## config.mk

```make
export PLATFORM = sky130hd
export DESIGN_NAME = bch8_fixer
export DESIGN_NICKNAME = d
export VERILOG_FILES = /design/src/rtl/bch8_fix_pkg.sv /design/src/rtl/bch8_result_order.sv /design/src/rtl/bch8_erase_detect.sv /design/src/rtl/bch8_loc_map.sv /design/src/rtl/bch8_fixer.sv
export SDC_FILE = /design/constraint.sdc
export NUM_CORES = 1
export LEC_CHECK = 0
export CAP_MARGIN = 20
export CORE_AREA = 2 2 224 226
export DETAILED_ROUTE_END_ITERATION = 10
export DIE_AREA = 0 0 226 228
export DONT_BUFFER_PORTS = 1
export HOLD_SLACK_MARGIN = 0.02
export SYNTH_ARGS = -nofsm -noshare
export SYNTH_HDL_FRONTEND = slang
export SYNTH_SLANG_ARGS = --single-unit
export TNS_END_PERCENT = 1
```

## constraint.sdc

```tcl
create_clock -name clk -period 6.28 [get_ports clk]
set_input_delay 1.256 -clock clk [delete_from_list [all_inputs] [get_ports clk]]
set_output_delay 1.256 -clock clk [all_outputs]
set_load 0.005 [all_outputs]
```

## src/rtl/bch8_fix_pkg.sv

```systemverilog
package bch8_fix_pkg;
    localparam int DEF_SECTOR_BYTES   = 512;
    localparam int DEF_PARITY_NIBBLES = 26;
    localparam int DEF_MAX_ERRS       = 8;
    localparam int DEF_LOC_W          = 13;
    localparam int DEF_CNT_W          = 4;

    typedef enum logic [2:0] {
        ST_IDLE,
        ST_PICK,
        ST_READ,
        ST_WRITE,
        ST_DONE
    } fix_state_t;
endpackage

```

## src/rtl/bch8_result_order.sv

```systemverilog
module bch8_result_order #(
    parameter int SYN_BYTES = 13,
    parameter int ECC_BYTES = 14
) (
    input  logic [8*SYN_BYTES-1:0] res_bytes,
    output logic [8*ECC_BYTES-1:0] calc_bytes,
    output logic [8*SYN_BYTES-1:0] syndrome
);
    // Stored order reads the top result byte first; the syndrome is its mirror.
    for (genvar i = 0; i < SYN_BYTES; i++) begin : g_byte
        assign syndrome[8*i +: 8]   = res_bytes[8*i +: 8];
        assign calc_bytes[8*i +: 8] = res_bytes[8*(SYN_BYTES-1-i) +: 8];
    end
    for (genvar k = SYN_BYTES; k < ECC_BYTES; k++) begin : g_pad
        assign calc_bytes[8*k +: 8] = 8'h00;
    end
endmodule

```

## src/rtl/bch8_erase_detect.sv

```systemverilog
module bch8_erase_detect #(
    parameter int ECC_BYTES = 14
) (
    input  logic [8*ECC_BYTES-1:0] spare_ecc,
    output logic                   erased
);
    assign erased = &spare_ecc;
endmodule

```

## src/rtl/bch8_loc_map.sv

```systemverilog
module bch8_loc_map #(
    parameter int LOC_W       = 13,
    parameter int PARITY_BITS = 104,
    parameter int DATA_BITS   = 4096,
    parameter int ADDR_W      = 9
) (
    input  logic [LOC_W-1:0]  loc,
    output logic              hit,
    output logic [ADDR_W-1:0] addr,
    output logic [7:0]        mask
);
    localparam int BIT_W = $clog2(DATA_BITS);
    localparam logic [LOC_W-1:0] LAST_PAR = LOC_W'(PARITY_BITS - 1);
    localparam logic [LOC_W:0]   SPAN     = (LOC_W+1)'(DATA_BITS);

    logic [LOC_W-1:0] rel;
    logic [BIT_W-1:0] pos;

    assign rel  = loc - LOC_W'(PARITY_BITS);
    assign hit  = (loc > LAST_PAR) && ({1'b0, rel} < SPAN);
    assign pos  = BIT_W'(DATA_BITS - 1) - rel[BIT_W-1:0];
    assign addr = pos[BIT_W-1:3];
    assign mask = 8'(1) << rel[2:0];
endmodule

```

## src/rtl/bch8_fixer.sv

```systemverilog
module bch8_fixer
    import bch8_fix_pkg::*;
#(
    parameter int SECTOR_BYTES   = DEF_SECTOR_BYTES,
    parameter int PARITY_NIBBLES = DEF_PARITY_NIBBLES,
    parameter int MAX_ERRS       = DEF_MAX_ERRS,
    parameter int LOC_W          = DEF_LOC_W,
    parameter int CNT_W          = DEF_CNT_W
) (
    input  logic                        clk,
    input  logic                        rst_n,
    input  logic                        start,
    input  logic [PARITY_NIBBLES*4-1:0] res_bytes,
    input  logic [PARITY_NIBBLES*4+7:0] spare_ecc,
    input  logic [CNT_W-1:0]            loc_count,
    input  logic [MAX_ERRS*LOC_W-1:0]   loc_list,
    input  logic                        loc_fail,
    output logic [PARITY_NIBBLES*4+7:0] calc_bytes,
    output logic [PARITY_NIBBLES*4-1:0] syndrome,
    output logic                        busy,
    output logic                        done,
    output logic                        ok,
    output logic [CNT_W-1:0]            fix_count,
    output logic [$clog2(SECTOR_BYTES)-1:0] buf_addr,
    output logic                        buf_rd_en,
    input  logic [7:0]                  buf_rdata,
    output logic                        buf_wr_en,
    output logic [7:0]                  buf_wdata
);
    localparam int PARITY_BITS = PARITY_NIBBLES * 4;
    localparam int SYN_BYTES   = PARITY_BITS / 8;
    localparam int ECC_BYTES   = SYN_BYTES + 1;
    localparam int DATA_BITS   = SECTOR_BYTES * 8;
    localparam int ADDR_W      = $clog2(SECTOR_BYTES);
    localparam int IDX_W       = $clog2(MAX_ERRS);

    fix_state_t state, state_nx;

    logic [MAX_ERRS*LOC_W-1:0] locs_q;
    logic [CNT_W-1:0]          cnt_q, idx_q, fix_q;
    logic [ADDR_W-1:0]         addr_q;
    logic [7:0]                mask_q;
    logic                      ok_q;

    logic                      erased, too_many, map_hit, at_end;
    logic [ADDR_W-1:0]         map_addr;
    logic [7:0]                map_mask;
    logic [LOC_W-1:0]          loc_arr [MAX_ERRS];

    bch8_result_order #(.SYN_BYTES(SYN_BYTES), .ECC_BYTES(ECC_BYTES)) u_order (
        .res_bytes (res_bytes),
        .calc_bytes(calc_bytes),
        .syndrome  (syndrome)
    );

    bch8_erase_detect #(.ECC_BYTES(ECC_BYTES)) u_erase (
        .spare_ecc(spare_ecc),
        .erased   (erased)
    );

    for (genvar g = 0; g < MAX_ERRS; g++) begin : g_loc
        assign loc_arr[g] = locs_q[g*LOC_W +: LOC_W];
    end

    bch8_loc_map #(
        .LOC_W(LOC_W), .PARITY_BITS(PARITY_BITS),
        .DATA_BITS(DATA_BITS), .ADDR_W(ADDR_W)
    ) u_map (
        .loc (loc_arr[idx_q[IDX_W-1:0]]),
        .hit (map_hit),
        .addr(map_addr),
        .mask(map_mask)
    );

    assign too_many = loc_count > CNT_W'(MAX_ERRS);
    assign at_end   = idx_q == cnt_q;

    // State register
    always_ff @(posedge clk or negedge rst_n) begin
        if (!rst_n) state <= ST_IDLE;
        else        state <= state_nx;
    end

    // Transitions E1..E3, T1..T7
    always_comb begin
        state_nx = state;
        unique case (state)
            ST_IDLE:  if (start) begin
                          if (erased || loc_fail || too_many) state_nx = ST_DONE;
                          else                                state_nx = ST_PICK;
                      end
            ST_PICK:  if (at_end)       state_nx = ST_DONE;
                      else if (map_hit) state_nx = ST_READ;
            ST_READ:  state_nx = ST_WRITE;
            ST_WRITE: state_nx = ST_PICK;
            ST_DONE:  state_nx = ST_IDLE;
            default:  state_nx = ST_IDLE;
        endcase
    end

    // Run datapath
    always_ff @(posedge clk or negedge rst_n) begin
        if (!rst_n) begin
            locs_q <= '0;
            cnt_q  <= '0;
            idx_q  <= '0;
            fix_q  <= '0;
            addr_q <= '0;
            mask_q <= '0;
            ok_q   <= 1'b0;
        end else begin
            unique case (state)
                ST_IDLE: if (start) begin
                    locs_q <= loc_list;
                    cnt_q  <= loc_count;
                    idx_q  <= '0;
                    fix_q  <= '0;
                    ok_q   <= erased || !(loc_fail || too_many);
                end
                ST_PICK: if (!at_end) begin
                    if (map_hit) begin
                        addr_q <= map_addr;
                        mask_q <= map_mask;
                    end else begin
                        idx_q <= idx_q + CNT_W'(1);
                    end
                end
                ST_WRITE: begin
                    idx_q <= idx_q + CNT_W'(1);
                    fix_q <= fix_q + CNT_W'(1);
                end
                default: ;
            endcase
        end
    end

    // Outputs
    always_comb begin
        busy      = state != ST_IDLE;
        done      = state == ST_DONE;
        buf_rd_en = state == ST_READ;
        buf_wr_en = state == ST_WRITE;
        buf_addr  = addr_q;
        buf_wdata = buf_rdata ^ mask_q;
        ok        = ok_q;
        fix_count = fix_q;
    end
endmodule

```

* Word level (Yosys, flattened, before mapping)
Index checks and enable logic that the tools add are counted. Widths: inputs -> output; s select.
Word-level totals: flip-flop bits (word level) 137, input bits 336, logic and storage cells 58
Operators by class: reductions and logical operators 16, muxes and demuxes 13, bitwise gates (word level) 3, equality and inequality tests 9, shift-type cells 1, $add $sub $neg 4, $lt $le $gt $ge 4
Operator list (number):
- $reduce_and 112->1 | 1
- $bmux 13 s3 | 1
- $mux 13 | 2
- $gt 13x7->1 const B | 1
- $lt 13x13->1 const B | 1
- $sub 13x7->13 const B | 1
- $mux 3 | 4
- $mux 4 | 3
- $pmux 3 s4 | 1
- $pmux 4 s3 | 1
- $sub 12x12->12 const A | 1
- $add 4x1->4 const B | 2
- $pmux 4 s2 | 1
- $shl 1x3->8 const A | 1
- $xor 8x8->8 | 1
- $eq 3x2->1 const B | 2
- $ne 2x2->1 const B | 3
- $reduce_and 2->1 | 3
- $reduce_bool 3->1 | 2
- $eq 4x4->1 | 1
- $ge 4x4->1 const B | 1
- $gt 4x4->1 const B | 1
- $logic_or 1x1->1 | 4
- $not 3->4 | 1
- other kinds (10) | 10

* Logic depth before layout (Yosys ltp)
depth after elaboration 10, depth in mapped cells 11

* Cells and area by module
A second synthesis with hierarchy kept.
Second synthesis, totals: cells, all modules 916, area, all modules 8450.6 um^2
By module, submodules not included:
- bch8_fixer | sequential area each 3428.3 um^2, cells each 625, instances 1, area an instance 6292.3 um^2
- bch8_result_order | sequential area each 0.0 um^2, cells each 217, instances 1, area an instance 1625.3 um^2
- bch8_loc_map | sequential area each 0.0 um^2, cells each 36, instances 1, area an instance 292.8 um^2
- bch8_erase_detect | sequential area each 0.0 um^2, cells each 38, instances 1, area an instance 240.2 um^2

* Least setup slack after synthesis
No wires, ideal clock.
kind reg-to-reg, from register idx_q[0], to register idx_q[3], path slack 3.271 ns, data arrival time 2.939 ns, setup time 0.069 ns, cell stages (with the launch flop) 10, path buffers 1, path through dfrtp_1 -> buf_6 -> mux4_1 -> mux2i_1 -> ha_1 -> nor3_1 -> a311o_1 -> a311o_1 -> or4_1 -> nand3_1
On the way: word-level cells in the longest chain between the ends 9, elaborated cells between the ends (all ways) 16, those cells by class add/sub (2); order compare (2); eq/ne (3); mux (6); bitwise (1); reduce/logical (2)
Ends and longest elaborated chain:
- start: declaration | RTL line bch8_fixer.sv:40 | logic [CNT_W-1:0] cnt_q, idx_q, fix_q;
- start signal: assignment | RTL line bch8_fixer.sv:125 | idx_q <= idx_q + CNT_W'(1);
- start signal: assignment | RTL line bch8_fixer.sv:129 | idx_q <= idx_q + CNT_W'(1);
- $not 3->4 (not written as such) | RTL line bch8_fixer.sv:69 | .loc (loc_arr[idx_q[IDX_W-1:0]]),
- $bmux 13 s3 | RTL line bch8_fixer.sv:69
- $mux 13 (not written as such) (2 in series) | RTL line bch8_fixer.sv:69
- $sub 13x7->13 | RTL line bch8_loc_map.sv:19 | assign rel = loc - LOC_W'(PARITY_BITS);
- $lt 13x13->1 | RTL line bch8_loc_map.sv:20 | assign hit = (loc > LAST_PAR) && ({1'b0, rel} < SPAN);
- $logic_and 1x1->1 | RTL line bch8_loc_map.sv:20
- $ne 2x2->1 (no line)
- $reduce_and 4->1 (no line)
Several ways; a longest one is shown, not always the timed one. The select of a mux whose other input is x is not followed. A chain may end at the register's enable or synchronous reset.

* Worst setup path after layout
from register idx_q[0], to register mask_q[7]
On the way: word-level cells in the longest chain between the ends 8, elaborated cells between the ends (all ways) 12, those cells by class add/sub (1); order compare (2); eq/ne (1); shift (1); mux (3); bitwise (2); reduce/logical (2)
Ends and longest elaborated chain:
- $not 3->4 (not written as such) | RTL line bch8_fixer.sv:69
- $bmux 13 s3 | RTL line bch8_fixer.sv:69
- $mux 13 (not written as such) (2 in series) | RTL line bch8_fixer.sv:69
- $sub 13x7->13 | RTL line bch8_loc_map.sv:19
- $lt 13x13->1 | RTL line bch8_loc_map.sv:20
- $logic_and 1x1->1 | RTL line bch8_loc_map.sv:20
- $reduce_and 3->1 (no line)
- end signal: assignment | RTL line bch8_fixer.sv:123 | mask_q <= map_mask;
- end: declaration | RTL line bch8_fixer.sv:42 | logic [7:0] mask_q;
Several ways; a longest one is shown, not always the timed one. The select of a mux whose other input is x is not followed.

==> summary by stage <==
Run status
The flow ran to the end, and the final reports show no timing, DRC or antenna violations.

Detailed routing
After detailed routing, the average wire length per cell comes to approximately 30 µm. The first detailed-routing pass took 4 iterations. The final antenna-violating net count is 0.

The routed wire length is 35.3 mm. After detailed routing, the number of vias per cell comes to about 4.0. The DRC violation count after routing is 0. The violation count after the first detailed-routing iteration is 289. Across all layers, the routed design uses about 4,700 vias.

Power and ir drop
The internal power component is 0.00275 W. Summed over all cells, the static leakage comes to roughly 3.0 nW. The clock network burns 23.1% of the power. The post-layout total power is between 0.004 and 0.005 W. In this run the power density over the cells is 530 nW/µm². The worst-case IR drop observed on VDD is between 0.3 and 0.4 mV. Of the total power, the share spent switching nets is a little over a third. For this design the total switching power over the nets is roughly 0.0015 W. The share of total power dissipated in combinational logic is about two fifths.

The portion of total power attributed to sequential cells is approximately 39%.

Global routing
The first-pass GRT wire length is roughly 46 mm. The global-route usage over all layers is roughly 13%. The number of antenna violations at the first check in global routing came to 23. The number of global-route vias before repair is approximately 4,800. The maximum number of pins on one net before global-route repair is around 140. The global-route congestion overflow total is 0.

Run
Max-cap violations in this run came to 0.

Placement
Timing analysis after detailed placement gives a worst setup slack of 2.17 ns. The placer congestion estimate is roughly 1.1. The wire-length estimate of the detail-placed layout is a little over 30 mm. Input and output buffers added on the ports amount to 0.

Timing
The total count of max-transition violations in the final report is 0. The slew at the pin closest to its max-slew limit is ~1.0 ns. Across all setup checks in the final design, the least slack found is between 2 and 2.5 ns. The clock period minus final worst setup slack is slightly above 4 ns. The final clock period utilization by the worst path is roughly two thirds. The final hold violation count is 0. Setup repair after global routing left no endpoint under its margin. In the final timing run, aggregate negative setup slack is 0 ns. The maximum operating frequency is between 0.2 and 0.25 GHz.

The worst pin sits at a relative slew slack of about a third. Clock skew on the completed layout was measured at 0.00720 ns. Setup violations remaining at the end of the flow were counted as 0.

Clock tree
The number of buffers inserted by hold repair at cts is 0. The number of instances resized during post-cts repair is 0. The total clock sinks is roughly 140. The clock-pin slew of the registers on the worst-case setup and hold paths is approximately 0.070 ns. The clock latency on the worst-skew pair is between 0.4 and 0.5 ns. The clock passes through at most 2 buffers. In this run the post-CTS setup repair buffer count came out at 0.

The buffer cell driving the clock tree root is sky130_fd_sc_hd__clkbuf_16. The depth of the CTS H-tree is 4. The CTS tree is built. Clock tree synthesis inserted a total of 17 buffers.

Synth
Yosys attributes the largest share of cell area to sky130_fd_sc_hd__dfrtp_1 (41%), sky130_fd_sc_hd__buf_4 (19%), sky130_fd_sc_hd__mux2_2 (15%), sky130_fd_sc_hd__mux4_2 (4.3%), sky130_fd_sc_hd__mux4_1 (3.1%). Sequential cells were found to cover between 40% and 50% of the synthesized design area. The commonest cells after synthesis are sky130_fd_sc_hd__buf_4 (216), sky130_fd_sc_hd__dfrtp_1 (137), sky130_fd_sc_hd__mux2_2 (109), sky130_fd_sc_hd__nand4_1 (30), sky130_fd_sc_hd__clkbuf_1 (17). The prevailing post-synth register cell is sky130_fd_sc_hd__dfrtp_1. During synthesis, Yosys emitted a total of 0 warnings. The number of flops mapped to enable cells by yosys is 0.

Synthesis inferred between 100 and 150 register bits. The distinct cell type count of the synthesized netlist is about 50. Averaged over all synthesized cells, the footprint is 12.0 µm².

Of the post-synthesis cell area, the dominant cell type holds between 40% and 50%. The share of flip-flops with an asynchronous set or reset is 100%. The largest total area in the synthesized netlist belongs to sky130_fd_sc_hd__dfrtp_1.

The instance count of the mapped netlist is about 700. The cell area after technology mapping is approximately 8300 µm². sky130_fd_sc_hd__buf_4 is the most common cell in the netlist.

Critical path
The cell count of the worst reg-to-reg path is 8. Data arrives at the worst endpoint at ~4.4 ns. The end point of the critical path is mask_q[7]. STA classifies the critical path startpoint as a flip-flop. The worst register-to-register path ends at mask_q[7]. The top fanout value on the critical path is 31. The critical path required time is between 6 and 7 ns.

The kind of critical path is flip-flop to flip-flop. The endpoint type of the worst setup path is a flip-flop. The setup slack on the worst flop-to-flop path is between 2 and 2.5 ns. The most critical setup path has its startpoint at idx_q[0].

The startpoint identified for the worst register-to-register timing path is idx_q[0].

Die
The initial core utilization is 16.9%. After floorplanning, the core was sized to cover just under 50,000 µm². The vertical die dimension is ~230 µm.

around 580 I/O pins were placed. The number of placement rows is 82. The x dimension of the die is roughly 230 µm. The die area is roughly 50,000 µm².

Cells and area
The post-route core utilization is 16.4%. At the end of the flow, the number of nets in the layout was 826. The signed area change from the synthesized netlist to the final layout is -2.76%.

The ratio of cells with drive above 1 in the final layout is 33.5%.

Min path
Counting instances, the worst hold path has a depth of 1. The tightest min-delay check is of the flip-flop to flip-flop type. The worst hold path begins at locs_q[94].
[area by class of cell]
cell class	count	area (µm²)
Tap cell	672	841
Fill cell	5421	41200
Clock inverter	15	165
Antenna cell	11	27.5
Sequential cell	137	3430
Multi-Input combinational cell	317	3170
Inverter	11	41.3
Timing Repair Buffer	2	15.0
Clock buffer	17	425
[flip-flops by register name, indices dropped and copies added (netlist names)]
register,flops
buf_addr,9
state,3
mask_q,8
fix_count,4
locs_q,104
idx_q,4
ok,1
cnt_q,4
[worst max-delay path, stage by stage (launching register included)]
cell and delay [ns]:
sky130_fd_sc_hd__dfrtp_2 1.02, sky130_fd_sc_hd__mux4_1 0.67, sky130_fd_sc_hd__mux2i_1 0.38, sky130_fd_sc_hd__ha_1 0.27, sky130_fd_sc_hd__nor3_1 0.10, sky130_fd_sc_hd__a311o_1 0.37
sky130_fd_sc_hd__a311oi_4 0.58, sky130_fd_sc_hd__nor2_4 0.17, sky130_fd_sc_hd__mux2_1 0.36
[cell usage in the layout, fill, tap and decap left out, drive strengths merged, types with 4 or more instances in the layout]
cell    Yosys  layout
inv        11      16
xor2       11      11
diode       0      11
o41ai       6       6
nand2      14      14
nor4        8       8
clkbuf     17      17
nor2       10      10
mux2i      12      12
nand3b      4       4
clkinv      0       9
ha          4       4
conb        1       8
nand4      30      30
dfrtp     137     137
mux2      119     119
xnor2       9       9
o21ai      13      13
nand3       5       5
nor3        4       4
mux4       26      26
[power by group through the flow]
stage / clock [W] / sequential [W] / combinational, W
after global routing: 0.00107 / 0.00174 / 0.00180
after floorplan: 0 / 0.00147 / 0.00154
after global placement: 0 / 0.00170 / 0.00162
after detailed placement: 0 / 0.00171 / 0.00167
final: 0.000991 / 0.00167 / 0.00164
after CTS: 0.00102 / 0.00170 / 0.00167
[worst min path at each step]
stage / to
after global routing: locs_q[20]
after CTS: locs_q[64]
after floorplan: locs_q[13]
after global placement: locs_q[97]
after detailed placement: locs_q[29]
final: locs_q[94]
[kinds of logic (layout without fill, tap and decap cells)]
group           after synthesis  after routing  share of synthesized area (%)
fa+ha+maj                     4              4                          0.600
mux                         157            157                           25.2
simple gates                 90             90                           6.36
compound gates               38             38                           3.39
xor+xnor                     20             20                           2.10
flops                       137            137                           41.1
other cells                   1             19                         0.0449
buf+inv                     250             45                           21.3
[routing by layer]
metal  share of wire [%]  GRT usage (%)  vias up
li1                    -              -     1867
met1                  28           10.9     2278
met2                  50           22.8      431
met3                  20           13.0       71
met4                 1.5           3.06       22
met5                0.71           1.33        -
[stage by stage]
step	cells	area [µm²]	hold WS, ns
2_1_floorplan	704	8370	0.472
3_3_place_gp	1139	7500	0.483
3_5_place_dp	1139	7500	0.491
4_1_cts	1171	8090	0.501
5_1_grt	1179	8110	0.498
6_report	1182	8120	0.501
No activity file was read; power rests on OpenSTA's default activity.
